### src/rtl/tod_pkg.sv
package tod_pkg;
  typedef enum logic [2:0] {
    ADDR_RES  = 3'd0,
    ADDR_LOW  = 3'd1,
    ADDR_HIGH = 3'd2,
    ADDR_TRIM = 3'd3,
    ADDR_CTRL = 3'd4
  } tod_addr_e;

  localparam int unsigned TOD_ADDR_W = 3;
endpackage

### src/rtl/tod_frac_acc.sv
module tod_frac_acc #(
  parameter int unsigned FRAC_W    = 32,
  parameter int unsigned STEP_W    = 4,
  parameter int unsigned BASE_STEP = 8
) (
  input  logic              clk_i,
  input  logic              rst_ni,
  input  logic              tick_en_i,
  input  logic              clear_i,
  input  logic [FRAC_W-1:0] trim_i,
  output logic [FRAC_W-1:0] frac_o,
  output logic [STEP_W-1:0] step_o
);
  localparam logic [STEP_W-1:0] BASE = STEP_W'(BASE_STEP);

  logic [FRAC_W-1:0] frac_q;
  logic [FRAC_W-1:0] mag;
  logic [FRAC_W:0]   sum, diff;
  logic              neg;

  assign neg  = trim_i[FRAC_W-1];
  assign mag  = {1'b0, trim_i[FRAC_W-2:0]};
  assign sum  = {1'b0, frac_q} + {1'b0, mag};
  assign diff = {1'b0, frac_q} - {1'b0, mag};

  // carry -> one extra ns, borrow -> one ns less
  always_comb begin
    if (neg) step_o = BASE - STEP_W'(diff[FRAC_W]);
    else     step_o = BASE + STEP_W'(sum[FRAC_W]);
  end

  always_ff @(posedge clk_i or negedge rst_ni) begin
    if (!rst_ni)        frac_q <= '0;
    else if (clear_i)   frac_q <= '0;
    else if (tick_en_i) frac_q <= neg ? diff[FRAC_W-1:0] : sum[FRAC_W-1:0];
  end

  assign frac_o = frac_q;
endmodule

### src/rtl/tod_ns_count.sv
module tod_ns_count #(
  parameter int unsigned NS_W   = 40,
  parameter int unsigned STEP_W = 4
) (
  input  logic              clk_i,
  input  logic              rst_ni,
  input  logic              tick_en_i,
  input  logic [STEP_W-1:0] step_i,
  input  logic              load_i,
  input  logic [NS_W-1:0]   load_val_i,
  output logic [NS_W-1:0]   count_o
);
  logic [NS_W-1:0] count_q;

  always_ff @(posedge clk_i or negedge rst_ni) begin
    if (!rst_ni)        count_q <= '0;
    else if (load_i)    count_q <= load_val_i;
    else if (tick_en_i) count_q <= count_q + NS_W'(step_i);
  end

  assign count_o = count_q;
endmodule

### src/rtl/tod_regs.sv
module tod_regs
  import tod_pkg::*;
#(
  parameter int unsigned NS_W   = 40,
  parameter int unsigned DW     = 32,
  parameter int unsigned FRAC_W = 32
) (
  input  logic                  clk_i,
  input  logic                  rst_ni,
  input  logic                  we_i,
  input  logic                  re_i,
  input  logic [TOD_ADDR_W-1:0] addr_i,
  input  logic [DW-1:0]         wdata_i,
  input  logic [NS_W-1:0]       time_i,
  input  logic [FRAC_W-1:0]     frac_i,
  output logic [DW-1:0]         rdata_o,
  output logic [FRAC_W-1:0]     trim_o,
  output logic                  stop_o,
  output logic                  commit_o,
  output logic [NS_W-1:0]       load_val_o,
  output logic [DW-1:0]         stage_o
);
  localparam int unsigned HI_W = NS_W - DW;

  logic [DW-1:0]     stage_q, rdata_q;
  logic [FRAC_W-1:0] trim_q;
  logic [NS_W-1:0]   snap_q;
  logic              stop_q;
  logic [DW-1:0]     rd_mux;

  assign commit_o   = we_i && (addr_i == ADDR_HIGH);
  assign load_val_o = {wdata_i[HI_W-1:0], stage_q};

  always_comb begin
    unique case (addr_i)
      ADDR_RES:  rd_mux = DW'(frac_i);
      ADDR_LOW:  rd_mux = snap_q[DW-1:0];
      ADDR_HIGH: rd_mux = {{(DW-HI_W){1'b0}}, snap_q[NS_W-1:DW]};
      ADDR_TRIM: rd_mux = DW'(trim_q);
      ADDR_CTRL: rd_mux = {stop_q, {(DW-1){1'b0}}};
      default:   rd_mux = '0;
    endcase
  end

  always_ff @(posedge clk_i or negedge rst_ni) begin
    if (!rst_ni) begin
      stage_q <= '0;
      rdata_q <= '0;
      trim_q  <= '0;
      snap_q  <= '0;
      stop_q  <= 1'b1;
    end else begin
      if (re_i) begin
        rdata_q <= rd_mux;
        if (addr_i == ADDR_RES) snap_q <= time_i;
      end
      if (we_i) begin
        unique case (addr_i)
          ADDR_LOW:  stage_q <= wdata_i;
          ADDR_TRIM: trim_q  <= FRAC_W'(wdata_i);
          ADDR_CTRL: stop_q  <= wdata_i[DW-1];
          default:   ;
        endcase
      end
    end
  end

  assign rdata_o = rdata_q;
  assign trim_o  = trim_q;
  assign stop_o  = stop_q;
  assign stage_o = stage_q;
endmodule

### src/rtl/tod_trim_counter.sv
module tod_trim_counter
  import tod_pkg::*;
#(
  parameter int unsigned NS_W      = 40,
  parameter int unsigned DW        = 32,
  parameter int unsigned FRAC_W    = 32,
  parameter int unsigned BASE_STEP = 8
) (
  input  logic                  clk_i,
  input  logic                  rst_ni,
  input  logic                  bus_we_i,
  input  logic                  bus_re_i,
  input  logic [TOD_ADDR_W-1:0] bus_addr_i,
  input  logic [DW-1:0]         bus_wdata_i,
  output logic [DW-1:0]         bus_rdata_o,
  output logic [NS_W-1:0]       time_ns_o
);
  localparam int unsigned STEP_W = $clog2(BASE_STEP + 2) + 1;

  logic [FRAC_W-1:0] trim, frac;
  logic [STEP_W-1:0] step;
  logic              ctrl_stop, commit, tick_en;
  logic [NS_W-1:0]   load_val;
  logic [DW-1:0]     stage;

  assign tick_en = !ctrl_stop && !commit;

  tod_regs #(.NS_W(NS_W), .DW(DW), .FRAC_W(FRAC_W)) u_regs (
    .clk_i, .rst_ni,
    .we_i(bus_we_i), .re_i(bus_re_i), .addr_i(bus_addr_i), .wdata_i(bus_wdata_i),
    .time_i(time_ns_o), .frac_i(frac),
    .rdata_o(bus_rdata_o), .trim_o(trim), .stop_o(ctrl_stop),
    .commit_o(commit), .load_val_o(load_val), .stage_o(stage)
  );

  tod_frac_acc #(.FRAC_W(FRAC_W), .STEP_W(STEP_W), .BASE_STEP(BASE_STEP)) u_acc (
    .clk_i, .rst_ni,
    .tick_en_i(tick_en), .clear_i(commit), .trim_i(trim),
    .frac_o(frac), .step_o(step)
  );

  tod_ns_count #(.NS_W(NS_W), .STEP_W(STEP_W)) u_cnt (
    .clk_i, .rst_ni,
    .tick_en_i(tick_en), .step_i(step),
    .load_i(commit), .load_val_i(load_val),
    .count_o(time_ns_o)
  );
endmodule

### config.mk
export PLATFORM = sky130hd
export DESIGN_NAME = tod_trim_counter
export DESIGN_NICKNAME = d
export VERILOG_FILES = /design/src/rtl/tod_pkg.sv /design/src/rtl/tod_frac_acc.sv /design/src/rtl/tod_ns_count.sv /design/src/rtl/tod_regs.sv /design/src/rtl/tod_trim_counter.sv
export SDC_FILE = /design/constraint.sdc
export NUM_CORES = 1
export LEC_CHECK = 0
export ABC_CLOCK_PERIOD_IN_PS = 6550
export BUFFER_PORTS_ARGS = -buffer_cell sky130_fd_sc_hd__buf_4
export CAP_MARGIN = 20
export CORE_UTILIZATION = 50
export DETAILED_ROUTE_END_ITERATION = 8
export HOLD_SLACK_MARGIN = 0.06
export PLACE_DENSITY = 0.8
export SKIP_CTS_REPAIR_TIMING = 1
export SYNTH_ARGS = -nofsm -noshare
export SYNTH_HDL_FRONTEND = slang
export SYNTH_SLANG_ARGS = --single-unit
### constraint.sdc
create_clock -name clk_i -period 6.55 [get_ports clk_i]
set_input_delay 0.3275 -clock clk_i [delete_from_list [all_inputs] [get_ports clk_i]]
set_output_delay 0.3275 -clock clk_i [all_outputs]
set_load 0.1 [all_outputs]
Yosys cells after proc, flatten, opt, wreduce, memory -nomap -nowiden:

Index checks and enable logic that the tools add are counted.

* add/subtract/negate cells: 5
* multipliers: 0
* div/mod/pow operators: 0
* $lt $le $gt $ge: 0
* equal/unequal tests: 4
* shift operators: 0
* mux-type cells: 7
* bitwise gates (word level): 0
* reductions and logical operators: 10

Operator list (count)
* one-hot mux 32 bit (5 select lines): 1
* 2-to-1 mux 32 bit: 3
* 2-to-1 mux 40 bit: 2
* adder 40 x 5 -> 40 bit: 1
* adder 32 x 31 -> 33 bit: 1
* subtractor 32 x 31 -> 33 bit: 1
* AND reduction 2 bit: 4
* equality test 3 x 2 -> 1 bit (second input constant): 2
* adder 4 x 1 -> 5 bit (first input constant): 1
* 2-to-1 mux 5 bit: 1
* subtractor 4 x 1 -> 5 bit (first input constant): 1
* equality test 3 x 1 -> 1 bit (second input constant): 1
* equality test 3 bit (second input constant): 1
* zero test 3 bit: 1
* logical AND 1 bit: 2
* zero test 1 bit: 2
* nonzero test 2 bit: 1

* register bits: 209
* bits in latches: 0
* bits in writable memories: 0
* bits in read-only memories: 0
* input port bits: 39
* output and inout bits: 72
* word-level logic and storage cells: 33
* memories kept: 0

Depth between registers and ports, before layout:

* word-level depth: 6
* depth in mapped cells: 24
* gate-level depth less buffers: 24

Cells and area by module:

Synthesis repeated with hierarchy kept, for this count alone.

* cells, all modules: 1446
* area total of the unflattened synthesis: 14092.3 sq um

By module, submodules not included
* tod_regs: instances 1, cells each 476, area each 6429.9 sq um, seq. area each 3429.5 sq um
* tod_frac_acc: instances 1, cells each 673, area each 5037.3 sq um, seq. area each 800.8 sq um
* tod_ns_count: instances 1, cells each 296, area each 2621.3 sq um, seq. area each 1001.0 sq um
* tod_trim_counter: instances 1, cells each 1, area each 3.8 sq um, seq. area each 0.0 sq um

Worst setup path before layout:

Ideal clock, no wire load.

* kind: reg2reg
* from: register u_regs.trim_q[8] (netlist: u_regs.trim_o[8])
* to: register u_cnt.count_q[34] (netlist: u_cnt.count_o[34])
* library setup time: 0.077 ns
* arrival time: 4.369 ns
* data required time: 6.473 ns
* setup slack: 2.104 ns
* stages on the path, launching flop included: 23
* buffers on the path: 1
* clock period less this slack: 4.446 ns
* cell sequence: dfrtp_1 > inv_1 > ha_1 > buf_6 > a221o_1 > a2111oi_4 > a32oi_1 > nand2_2 > a31oi_2 > o31ai_1 > a211oi_1 > o21ai_0 > ha_1 > fa_1 > a21o_1 > a21oi_1 > nor2_1 > nand2_1 > or4_1 > nor2_1 > nand4_1 > xor2_1 > o21ai_1

* cells in the longest elaborated chain, start to end: 6
* elaborated cells on any way between the ends: 8
* classes of those cells: add/sub (5); mux (3)

RTL lines
* start, declared: RTL line tod_regs.sv:26 `logic [FRAC_W-1:0] trim_q;`
* start signal, assigned: RTL line tod_regs.sv:60 `ADDR_TRIM: trim_q <= FRAC_W'(wdata_i);`
* adder 32 x 31 -> 33 bit / subtractor 32 x 31 -> 33 bit (equally long branches): RTL line tod_frac_acc.sv:23, tod_frac_acc.sv:24
* adder 4 x 1 -> 5 bit / subtractor 4 x 1 -> 5 bit (equally long branches): RTL line tod_frac_acc.sv:29, tod_frac_acc.sv:28
* 2-to-1 mux 5 bit (*): RTL line tod_frac_acc.sv:28 `if (neg) step_o = BASE - STEP_W'(diff[FRAC_W]);`
* adder 40 x 5 -> 40 bit (*): RTL line tod_ns_count.sv:18 `else if (tick_en_i) count_q <= count_q + NS_W'(step_i);`
* 2-to-1 mux 40 bit (*): RTL line tod_ns_count.sv:18
* 2-to-1 mux 40 bit (*): RTL line tod_ns_count.sv:17 `else if (load_i) count_q <= load_val_i;`
* end signal, assigned: RTL line tod_ns_count.sv:17
* end signal, assigned: RTL line tod_ns_count.sv:18
* end, declared: RTL line tod_ns_count.sv:13 `logic [NS_W-1:0] count_q;`

Every way passes the cells marked *; elsewhere a longest branch is shown, timed or not. The select of a mux whose other input is x is not followed.
A chain may end at the register's enable or synchronous reset.

Worst setup path after layout:

* from: register u_regs.trim_q[0] (netlist: u_regs.trim_o[0])
* to: register u_cnt.count_q[33] (netlist: u_cnt.count_o[33])

Same word-level chain as after synthesis.

==> metrics.csv <==
metric,value,unit
synth.top_cell.area_share,40.1,%
grt_antenna_before_repair,0,
drc,0,
max_freq,0.187,GHz
path_clk_slew,0.06,ns
gpl.final_weighted_congestion,0.961,
detail_route.wirelength,37300,microns
port_buf_inserts,110,
total_number_of_h_tree_levels,1,
power.density_cell_area,508,nW/um^2
synth_top_family_by_area,compound AO/OA/AOI/OAI gates,
detailedRoute.firstPassIterationCount,5,
min_period_over_period,81.5,%
reg2regPathDepth,21,
setup_repair_after_global_routing_missed_its_margin,no,
die_height,163,microns
finalNetCount,1548,
async_reset_ff_share,100,%
final_layout_size_suffix_gt1_share,21.4,%
tns,0,ns
floorplan.die.width,163,microns
critPathArrivalTime,5.69,ns
grt_use_total,28.4,%
synth.area.mux_share,13.3,%
post_synthesis_cell_count,1364,
design.core.area,25300,sq um
globalRoute.totalOverflow,0,
timing_hold_violations_final,0,
synth.net_count,1472,
route.detailed.vias_per_inst,6.07,
dieArea,26600,sq um
initial_core_util,51.3,%
ff_to_ff_setup_slack,1.21,ns
clock_network_latency_to_the_later_pin_of_the_worst_skew_pair,0.52,ns
timing.critical_path.from,u_regs.trim_o[0],
tritoncts.num_buffers,23,
worst_min_delay_path_startpoint,bus_wdata_i[23],
clock-sinks,209,
detailroute.via_count,10804,
hold_path_depth,2,
final.setup_skew,0.0138,ns
synth-simple-area-share,12.3,%
dp_slack,1.37,ns
synthDominantAreaCellType,dfrtp_1,
first_global_vias,10796,
cts.root.buffer_cell,clkbuf_16,
regToRegEndpoint,u_cnt.count_o[33],
most_common_cell_after_layout_fill_and_taps_aside,dfrtp_1,
tightest_slew,0.983,ns
synth_seq_area_share,40.3,%
routed_wire_length_per_instance,20.9,microns
min_delay_worst_endpoint,u_regs.stage_o[23],
ctsLongestPathBuffers,3,
top_fanout_value_on_the_critical_path,7,
peakVddDrop,0.277,mV
relative_slew_slack,33.9,%
route.antenna.remaining_nets,0,
post_synth_top_flop,dfrtp_1,
clock_tree_from_tritoncts,done,
timing.final.crit_period,5.34,ns
worst_slack,1.21,ns
setup_viol,0,
synth_enable_flop_cells,0,
outcome,finished clean,
synthesis.area,13000,sq um
setup.worst_path.end_class,register,
holdCritPathClass,input port to register,
synth_cell_types,75,
area_growth_from_synthesis_to_layout,14.6,%
timing.critical_path.from_type,register,
r2r-start,u_regs.trim_o[0],
power_leakage,6.61,nW
yosysWarningCount,0,
final_cell_area,14900,sq um
grt_max_degree,75,
io-pin-count,111,
final_cell_mix,"dfrtp_1, mux2_2, buf_4",
cap_violations,0,
critical_path_required,6.90,ns
row_count,58,
fin_hold_ws,0.0623,ns
critical_path_class,register to register,
post_synth_fa_ha_maj_area_fraction,6.82,%
initial_detailed_routing_violation_count,847,
number_of_antenna_diodes,0,
finalMaxSlewViolations,0,
largest_cells_by_area_after_synthesis,"dfrtp_1, mux2_2, ha_1, inv_1, nand2_1",
hpwlAfterDp,25800,microns
synth_area_in_compound_gates,17.6,%
post_dp_cell_area,14000,sq um
synthXorXnorAreaFrac,3.91,%
postSynthRegisterBits,209,
synthesized_area_divided_by_synthesized_cell_count,9.52,sq um
wire_length_of_the_first_global_routing_pass,59500,microns
==> registers in the layout, indices dropped and copies added (netlist names) <==
register        count
u_regs.stop_o       1
u_cnt.count_o      40
u_acc.frac_o       32
u_regs.rdata_o     32
u_regs.snap_q      40
u_regs.stage_o     32
u_regs.trim_o      32
==> cell usage after synthesis (11+ instances only) <==
library cell / number
nand4_1: 12
nand2b_1: 11
ha_1: 66
clkbuf_1: 57
inv_1: 107
nor2b_1: 13
a21oi_1: 77
xor2_1: 27
o211ai_1: 13
nor3_1: 29
mux2_2: 129
a22oi_1: 26
o21ai_0: 76
a31oi_1: 14
dfrtp_1: 208
a211oi_1: 17
buf_2: 12
o22ai_1: 34
nand2_1: 105
nand3_1: 33
xnor2_1: 31
nor2_1: 88
a21o_1: 26
o31ai_1: 11
==> per-stage QoR <==
step | utilization, % | power [mW] | cells
2_1_floorplan | - | 5.18 | 1364
3_3_place_gp | 55.3 | 6.13 | 1732
3_5_place_dp | 55.3 | 6.19 | 1732
4_1_cts | 58.1 | 7.51 | 1768
5_1_grt | 58.7 | 8.00 | 1781
6_report | 58.7 | 7.55 | 1781
==> worst max-delay path, cell delays in order, from the launching register on <==
cell	delay, ns
dfrtp_1	0.42
ha_1	0.24
fa_1	0.39
nor3b_1	0.17
o311ai_0	0.52
nand2_1	0.17
a32oi_1	0.31
nand2_2	0.14
a31oi_2	0.31
o31ai_1	0.14
a211oi_1	0.25
o21ai_0	0.12
ha_1	0.25
a21o_1	0.19
a21o_1	0.19
a21oi_1	0.28
nor2_1	0.18
nand2_1	0.37
nor3_1	0.16
nand3_1	0.13
xor2_1	0.15
o21ai_0	0.10
==> kinds of logic (layout without fill, tap and decap cells) <==
group | after synthesis | count (layout)
AO/OA/AOI/OAI | 351 | 351
AND/OR/NAND/NOR | 338 | 338
flip-flops | 209 | 209
buffers and inverters | 192 | 279
multiplexers | 147 | 147
adder cells (fa/ha/maj) | 69 | 69
XOR/XNOR | 58 | 58
==> how the worst max path moves through the flow <==
stage	endpoint	depth (start not counted)
6_report	u_cnt.count_o[33]	21
3_5_place_dp	u_cnt.count_o[33]	21
3_3_place_gp	u_cnt.count_o[20]	21
4_1_cts	u_cnt.count_o[33]	21
5_1_grt	u_cnt.count_o[33]	21
2_1_floorplan	u_cnt.count_o[34]	22
==> cell type report <==
| cell class | instances | area [sq um] |
|---|---|---|
| clock buffer | 32 | 659 |
| clock inverter | 4 | 73.8 |
| fill | 2115 | 10500 |
| inverter | 111 | 417 |
| multi-input combinational | 963 | 7030 |
| sequential | 209 | 5230 |
| tap | 330 | 413 |
| timing repair buffer | 132 | 1050 |
==> per-layer routing <==
metal / vias up / GRT usage (%) / part of all wire [%]
met1: 5362 / 38.3 / 42
li1: 4997 / - / -
met4: 0 / 7.52 / 1.7
met2: 398 / 47.4 / 49
met5: - / 0 / 0
met3: 47 / 4.44 / 6.7
==> power breakdown <==
part / internal [mW] / leakage (nW) / switching, mW
Clock: 0.772 / 0.360 / 0.517
Combinational: 1.45 / 3.67 / 2.69
Sequential: 1.70 / 2.58 / 0.421
Total: 3.92 / 6.61 / 3.63
No activity file was read; power rests on OpenSTA's default activity.
